File: src/rtl/win_blend_pkg.sv
package win_blend_pkg;

  // Number of color channels carried through the blender.
  localparam int NCH = 3;

  // Factor codes for the layer-side weight.
  localparam logic [2:0] FAC_TOP_CA   = 3'd4;
  localparam logic [2:0] FAC_TOP_PACA = 3'd6;

  // Factor codes for the under-side weight.
  localparam logic [2:0] FAC_BASE_CA   = 3'd5;
  localparam logic [2:0] FAC_BASE_PACA = 3'd7;

  // Rounded integer division: (num + den/2) / den.
  function automatic logic [31:0] div_round(input logic [31:0] num,
                                            input logic [31:0] den);
    return (num + (den >> 1)) / den;
  endfunction

endpackage

File: src/rtl/win_hit_detect.sv
module win_hit_detect #(
  parameter int XW = 12,
  parameter int YW = 11
) (
  input  logic [XW-1:0] xpos,
  input  logic [YW-1:0] ypos,
  input  logic [XW-1:0] h_first,
  input  logic [XW-1:0] h_last,
  input  logic [YW-1:0] v_first,
  input  logic [YW-1:0] v_last,
  output logic          hit
);
  logic in_h;
  logic in_v;

  // Both edges are inclusive on each axis.
  assign in_h = (xpos >= h_first) && (xpos <= h_last);
  assign in_v = (ypos >= v_first) && (ypos <= v_last);
  assign hit  = in_h && in_v;
endmodule

File: src/rtl/blend_weight_sel.sv
module blend_weight_sel #(
  parameter int CW = 8
) (
  input  logic [CW-1:0] pix_alpha,
  input  logic [CW-1:0] const_alpha,
  input  logic [2:0]    fac_top,
  input  logic [2:0]    fac_base,
  output logic [CW-1:0] w_top,
  output logic [CW-1:0] w_base
);
  localparam logic [CW-1:0] FULL = '1;

  logic [CW-1:0] prod;

  // Rounded product of the two alphas; full scale times full scale stays full scale.
  assign prod = CW'(win_blend_pkg::div_round(32'(pix_alpha) * 32'(const_alpha),
                                             32'(FULL)));

  always_comb begin
    case (fac_top)
      win_blend_pkg::FAC_TOP_PACA: w_top = prod;
      win_blend_pkg::FAC_TOP_CA:   w_top = const_alpha;
      default:                     w_top = const_alpha;
    endcase

    case (fac_base)
      win_blend_pkg::FAC_BASE_PACA: w_base = FULL - prod;
      win_blend_pkg::FAC_BASE_CA:   w_base = FULL - const_alpha;
      default:                      w_base = FULL - const_alpha;
    endcase
  end
endmodule

File: src/rtl/channel_mix.sv
module channel_mix #(
  parameter int CW = 8
) (
  input  logic [CW-1:0] layer_c,
  input  logic [CW-1:0] under_c,
  input  logic [CW-1:0] w_top,
  input  logic [CW-1:0] w_base,
  input  logic          use_layer,
  output logic [CW-1:0] mix_c
);
  localparam logic [CW-1:0] FULL = '1;

  logic [31:0] wsum;
  logic [31:0] quo;

  assign wsum = 32'(layer_c) * 32'(w_top) + 32'(under_c) * 32'(w_base);
  assign quo  = win_blend_pkg::div_round(wsum, 32'(FULL));

  always_comb begin
    if (!use_layer)
      mix_c = under_c;
    else if (quo > 32'(FULL))
      mix_c = FULL;
    else
      mix_c = CW'(quo);
  end
endmodule

File: src/rtl/win_layer_blender.sv
module win_layer_blender #(
  parameter int XW = 12,
  parameter int YW = 11,
  parameter int CW = 8
) (
  input  logic                              clk,
  input  logic                              rst_n,
  input  logic                              in_valid,
  output logic                              in_ready,
  input  logic [XW-1:0]                     in_xpos,
  input  logic [YW-1:0]                     in_ypos,
  input  logic [(win_blend_pkg::NCH+1)*CW-1:0] in_layer_argb,
  input  logic [win_blend_pkg::NCH*CW-1:0]  in_under_rgb,
  input  logic                              cfg_layer_on,
  input  logic [XW-1:0]                     cfg_h_first,
  input  logic [XW-1:0]                     cfg_h_last,
  input  logic [YW-1:0]                     cfg_v_first,
  input  logic [YW-1:0]                     cfg_v_last,
  input  logic [CW-1:0]                     cfg_const_alpha,
  input  logic [2:0]                        cfg_fac_top,
  input  logic [2:0]                        cfg_fac_base,
  output logic                              out_valid,
  input  logic                              out_ready,
  output logic [win_blend_pkg::NCH*CW-1:0]  out_rgb
);
  localparam int NCH  = win_blend_pkg::NCH;
  localparam int RGBW = NCH * CW;
  localparam int PXW  = (NCH + 1) * CW;

  // The whole pipeline moves only when the output register is free or being drained.
  logic adv;
  assign adv      = !(out_valid && !out_ready);
  assign in_ready = adv;

  // Stage 0: window test and weight selection from the configuration at acceptance.
  logic          hit;
  logic [CW-1:0] wt_c;
  logic [CW-1:0] wb_c;

  win_hit_detect #(.XW(XW), .YW(YW)) u_hit (
    .xpos    (in_xpos),
    .ypos    (in_ypos),
    .h_first (cfg_h_first),
    .h_last  (cfg_h_last),
    .v_first (cfg_v_first),
    .v_last  (cfg_v_last),
    .hit     (hit)
  );

  blend_weight_sel #(.CW(CW)) u_wsel (
    .pix_alpha   (in_layer_argb[PXW-1 -: CW]),
    .const_alpha (cfg_const_alpha),
    .fac_top     (cfg_fac_top),
    .fac_base    (cfg_fac_base),
    .w_top       (wt_c),
    .w_base      (wb_c)
  );

  // Stage 1 registers.
  logic            s1_valid;
  logic            s1_use;
  logic [RGBW-1:0] s1_layer;
  logic [RGBW-1:0] s1_under;
  logic [CW-1:0]   s1_wt;
  logic [CW-1:0]   s1_wb;

  always_ff @(posedge clk or negedge rst_n) begin
    if (!rst_n) begin
      s1_valid <= 1'b0;
      s1_use   <= 1'b0;
      s1_layer <= '0;
      s1_under <= '0;
      s1_wt    <= '0;
      s1_wb    <= '0;
    end else if (adv) begin
      s1_valid <= in_valid;
      s1_use   <= hit && cfg_layer_on;
      s1_layer <= in_layer_argb[RGBW-1:0];
      s1_under <= in_under_rgb;
      s1_wt    <= wt_c;
      s1_wb    <= wb_c;
    end
  end

  // Stage 2: per-channel weighted sum, rounding and saturation.
  logic [RGBW-1:0] mix_rgb;

  for (genvar c = 0; c < NCH; c++) begin : g_chan
    channel_mix #(.CW(CW)) u_mix (
      .layer_c   (s1_layer[c*CW +: CW]),
      .under_c   (s1_under[c*CW +: CW]),
      .w_top     (s1_wt),
      .w_base    (s1_wb),
      .use_layer (s1_use),
      .mix_c     (mix_rgb[c*CW +: CW])
    );
  end

  always_ff @(posedge clk or negedge rst_n) begin
    if (!rst_n) begin
      out_valid <= 1'b0;
      out_rgb   <= '0;
    end else if (adv) begin
      out_valid <= s1_valid;
      out_rgb   <= mix_rgb;
    end
  end
endmodule

File: config.mk
export PLATFORM = sky130hd
export DESIGN_NAME = win_layer_blender
export DESIGN_NICKNAME = d
export VERILOG_FILES = /design/src/rtl/win_blend_pkg.sv /design/src/rtl/win_hit_detect.sv /design/src/rtl/blend_weight_sel.sv /design/src/rtl/channel_mix.sv /design/src/rtl/win_layer_blender.sv
export SDC_FILE = /design/constraint.sdc
export NUM_CORES = 2
export LEC_CHECK = 0
export ABC_AREA = 1
export BUFFER_PORTS_ARGS = -buffer_cell sky130_fd_sc_hd__buf_4
export CAP_MARGIN = 20
export CORE_ASPECT_RATIO = 0.9
export CORE_MARGIN = 10
export CORE_UTILIZATION = 60
export DETAILED_ROUTE_END_ITERATION = 10
export GPL_TIMING_DRIVEN = 1
export PLACE_DENSITY_LB_ADDON = 0.25
export SYNTH_ARGS = -nofsm -noshare
export SYNTH_HDL_FRONTEND = slang
export SYNTH_SLANG_ARGS = --single-unit
File: constraint.sdc
create_clock -name clk -period 17.8 [get_ports clk]
set_clock_uncertainty 0.1 [all_clocks]
set_input_delay 0 -clock clk [delete_from_list [all_inputs] [get_ports clk]]
set_output_delay 0 -clock clk [all_outputs]
set_load 0.1 [all_outputs]
* Word-level counts from Yosys, hierarchy flattened
Index checks and enable logic that the tools add are counted.
** Cells by class
- $add $sub $neg :: 9
- Multipliers :: 7
- Div/mod/pow operators :: 4
- $lt $le $gt $ge :: 7
- Eq/ne operators :: 2
- Shift-type cells :: 0
- Mux-type cells :: 8
- Bitwise logic cells :: 0
- Reductions and logical operators :: 7
** Operators by type and width (count)
- $div A32 B8 Y32 const B :: 4
- $mul A8 B8 Y16 :: 7
- $add A32 B7 Y32 const B :: 3
- $gt A32 B8 Y1 const B :: 3
- $mux W8 :: 8
- $add A16 B16 Y17 :: 3
- $add A16 B7 Y17 const B :: 1
- $sub A8 B8 Y8 const A :: 2
- $ge A12 B12 Y1 :: 1
- $le A12 B12 Y1 :: 1
- $ge A11 B11 Y1 :: 1
- $le A11 B11 Y1 :: 1
- $eq A3 B3 Y1 const B :: 2
- $logic_and A1 B1 Y1 :: 5
- $logic_not A1 Y1 :: 2
** Word-level totals
- Flip-flop bits (word level) :: 91
- Bits in latches :: 0
- RAM bits :: 0
- ROM bits :: 0
- Output and inout port bits :: 26
- Memories :: 0

* Logic depth before layout (Yosys ltp)
- Depth in word-level cells :: 7
- Mapped depth :: 86

* Cells and area by module
From an unflattened synthesis, not the netlist that was laid out.
** Unflattened totals
- Cell total of the unflattened synthesis :: 5174
- Area total of the unflattened synthesis :: 32807.7 um2
** Modules (own cells, without submodules)
- channel_mix at g_chan[1].u_mix ... :: times used 2, cells an instance 1237, area an instance 7702.4 um2, seq. area each 0.0 um2
- channel_mix at g_chan[0].u_mix :: times used 1, cells an instance 1201, area an instance 7414.6 um2, seq. area each 0.0 um2
- blend_weight_sel :: times used 1, cells an instance 882, area an instance 5062.4 um2, seq. area each 0.0 um2
- win_layer_blender :: times used 1, cells an instance 396, area an instance 3618.5 um2, seq. area each 2277.2 um2
- win_hit_detect :: times used 1, cells an instance 221, area an instance 1307.5 um2, seq. area each 0.0 um2

* Least setup slack after synthesis
OpenSTA, ideal clock, no wires.
- Path kind :: reg-to-reg
- From :: reg s1_wb[7]
- To :: reg out_rgb[0] (netlist name)
- Data arrival time :: 10.207 ns
- Data required time :: 17.580 ns
- Slack :: 7.373 ns
- Cell stages (with the launch flop) :: 73
- Clock period less this slack :: 10.427 ns
- Cells stage by stage :: dfrtp_1 clkbuf_1 clkbuf_1 nand2_1 fa_1 fa_1 inv_1 fa_1 fa_1 fa_1 inv_1 fa_1 inv_1 ha_1 nand2_1 inv_1 nand2_1 nand2_1 (+37 left out) nand2_1 nor2_2 nand3_2 nand2_2 nand2_1 nand2_1 inv_1 ha_1 nand3_1 nor2_1 a21oi_2 nand2_2 nand2_1 nand3b_1 nor2_1 nand3_1 nand2_1 nand2_1
** On the way
- Longest elaborated chain between the ends :: 7
** Ends and longest elaborated chain
- from (decl) :: line win_layer_blender.sv:65 : logic [CW-1:0] s1_wb;
- from (signal assigned) :: line win_layer_blender.sv:81 : s1_wb <= wb_c;
- $mul A8 B8 Y16 * :: line channel_mix.sv:16 : assign wsum = 32'(layer_c) * 32'(w_top) + 32'(under_c) * 32'(w_base);
- $add A16 B16 Y17 * :: line channel_mix.sv:16
- $add A32 B7 Y32 * :: line win_blend_pkg.sv:17 : return (num + (den >> 1)) / den;
- $div A32 B8 Y32 * :: line win_blend_pkg.sv:17
- $gt A32 B8 Y1 :: line channel_mix.sv:22 : else if (quo > 32'(FULL))
- $mux W8 * :: line channel_mix.sv:22
- $mux W8 * :: line channel_mix.sv:20 : if (!use_layer)
- to (signal assigned) :: line win_layer_blender.sv:105 : out_rgb <= mix_rgb;
- to (decl) :: line win_layer_blender.sv:24 : output logic [win_blend_pkg::NCH*CW-1:0] out_rgb
Mark *: on every way between the ends. The rest lies on a longest branch, timed or not.
A chain may end at the register's enable or synchronous reset.

* Worst setup path after layout
- From :: reg s1_wb[4]
- To :: reg out_rgb[0] (netlist name)
Same word-level chain as after synthesis.

==> out/qor.yml <==
setup_path:
  cp_top_family: "simple AND/OR/NAND/NOR gates"
  slowest_stage: "dfrtp_1"
  cp_max_fo: 25
  crit_arrival_ps: 12140
  cp-start-kind: "flip-flop"
  path_buf_inv: 8
  cp_common_cell: "nand2_1"
  critPathMaxStageDelay_ps: 1130
  endpoint_kind: "flip-flop"
  crit_type: "flip-flop to flip-flop"
  r2r_slack_ps: 5870
  crit_required_ps: 18010
synthesis:
  ys_warn_count: 0
  ys_ff_latch: 91
  syn-num-nets: 5863
  synth_top_flop_cell: "dfrtp_1"
  netlist_instances: 5093
  synth_cell_types: 72
  async_flop_share_pct: 100
  seq_area_frac_synth_pct: 6.99
  syn_area_um2: 32600
  synth_top_area_share_pct: 20.5
  yosys-top-cells-area: "fa_1 20%, nand2_1 18%, inv_1 13%"
  syn_area_per_cell_um2: 6.40
  yosys.area.top_type: "fa_1"
  synth_edf_count: 0
timing:
  max_freq_mhz: 83.8
  fin_crit_ps: 11930
  tightest_slew_ps: 1180
  fin_tns_setup_ps: 0
  slew_violations: 0
  hold_viol: 0
  rsz0062_at_grt: "false"
  timing.slew.headroom_pct: 21.5
  setup_viol_count_final: 0
  period_share_pct: 67.0
finish:
  multiInputGateArea_um2: 25100
  seq_area_um2: 2280
  diodes: 0
  instances_no_fill: 5904
  area_growth_pct: 7.76
  fillers: 4834
  layout.nets: 5972
  drive_gt1_share_pct: 12.4
clocking:
  htree_num_levels: 3
  clk_pin_slew_ps: 80
  root_buffer: "clkbuf_16"
  cts_buffer_depth: 2
  clk-insertion-delay-late_ps: 410
  cts_buffers: 9
  cts_tree: "done"
  cts.sinks: 91
  post_cts_buffers: 0
floorplanning:
  die_h_um: 241
  die_width_um: 266
  ios: 170
  core_um2: 53400
  dieArea_um2: 64100
  rows: 80
  initial_utilization_pct: 61.1
placed_design:
  dp_cells: 5827
  dp.final_hpwl_um: 66600
  gp_congestion: 0.921
  numPortBuffers: 169
job:
  cap_viol_max_count: 0
global_route:
  track_usage_pct: 26.0
  grt_pass1_wl_um: 140000
  grt_pass1_vias: 29366
  antenna_found_initial: 1
  grt_overflow_total: 0
  grt_max_degree: 67
worst_hold_path:
  hp-class: "primary input to flip-flop"
route:
  wl_per_cell_um: 13.8
  firstDrtPassIters: 6
  routed_wl_um: 81200
  dr.first_iter.drc_count: 2094
  drc: 0
  avgViaCountPerCell: 5.16
  ant_nets: 0
  num_vias: 30437
run_status:
  outcome: "complete, no violations"
## sequential cells by signal, indices dropped and copies added, names as in the netlist
| name | flops |
|---|---|
| s1_wb | 8 |
| s1_under | 24 |
| out_valid | 1 |
| s1_wt | 8 |
| out_rgb | 24 |
| s1_valid | 1 |
| s1_use | 1 |
| s1_layer | 24 |
## worst register-to-register path, delay by kind of cell, from the launching register on
family / cells / cell delay [ps]
AND/OR/NAND/NOR: 47 / 5300
adder cells (fa/ha/maj): 8 / 3720
flip-flops: 1 / 1130
AO/OA/AOI/OAI: 4 / 680
buffers and inverters: 8 / 550
XOR/XNOR: 1 / 370
## per-layer routing
| metal | vias up | track usage, % | wire length [µm] |
|---|---|---|---|
| li1 | 15500 | - | - |
| met1 | 13934 | 34.1 | 35500 |
| met2 | 864 | 43.4 | 37500 |
| met3 | 137 | 5.45 | 6390 |
| met4 | 2 | 6.42 | 1860 |
| met5 | - | 0 | 10 |
## cells in the mapped netlist, types with 21 or more instances
| cell | number |
|---|---|
| nand2_1 | 1589 |
| inv_1 | 1154 |
| fa_1 | 333 |
| ha_1 | 293 |
| nand3_1 | 285 |
| nor2_1 | 260 |
| nand2_2 | 123 |
| clkbuf_1 | 116 |
| a21oi_1 | 94 |
| dfrtp_1 | 91 |
| o21ai_0 | 91 |
| nand4_1 | 73 |
| inv_2 | 71 |
| o21ai_1 | 58 |
| nor2_2 | 52 |
| nand3_2 | 49 |
| nand2_4 | 42 |
| nor2_4 | 36 |
| xor2_1 | 31 |
| o22ai_1 | 21 |
## repair_timing
item | CTS | global route
gates resized for setup | 0 | 0
hold buffers | 59 | 0
endpoints found under the hold margin | 107 | 0
## placed cells by master, fill, tap and decap left out, drive strengths merged, types with 8 or more instances in the layout
master,n
o211ai,12
buf,178
o21bai,11
ha,293
nand3b,19
xor2,34
nand3,348
a31oi,9
inv,1237
o21ai,161
fa,333
nand2,1758
clkbuf,9
nor3,22
a21boi,8
dfrtp,91
dlygate4sd3,59
a21oi,107
nor2,349
nand4,79
o22ai,21
a21o,9
xnor2,14
## per-stage QoR
step	util (%)	setup slack [ps]	cell area (µm²)	hold WS, ps
4_1_cts	65.7	5970	35100	8.21
5_1_grt	65.8	4790	35100	41.5
6_report	65.8	5870	35100	4.78
3_3_place_gp	64.1	6260	34200	-52.5
3_5_place_dp	64.1	6010	34200	-45.1
2_1_floorplan	-	7370	32600	-396
## cells by family (layout without fill, tap and decap cells)
logic type / Yosys count / count (layout) / share of synthesized area (%)
xor gates and xnor gates: 48 / 48 / 1.42
DFF: 91 / 91 / 6.99
adders and majority gates: 626 / 626 / 31.7
buffers and inverters: 1377 / 1491 / 16.2
and+or+nand+nor: 2591 / 2591 / 37.1
AOI/OAI and AO/OA: 360 / 360 / 6.64
## final timing paths
check                             startpoint          end  cells past startpoint
worst max-delay path                s1_wb[4]   out_rgb[0]                     68
worst min-delay path            cfg_layer_on       s1_use                      5
worst max register to register      s1_wb[4]   out_rgb[0]                     68
worst min register to register   out_rgb[14]  out_rgb[14]                      2
max in group asynchronous              rst_n  s1_under[4]                      3
min in group asynchronous              rst_n  out_rgb[20]                      2
## final cells by class
class / count / share of cell area [%]
timing repair buffer: 237 / 5.60
inverter: 1238 / 13.3
clock buffer: 9 / 0.641
multi-input combinational: 3625 / 71.3
tap: 697 / 2.48
clock inverter: 7 / 0.164
sequential: 91 / 6.48
Power is not shown: default switching activity piles up to over one toggle a cycle in this logic, so the estimate is an artifact.
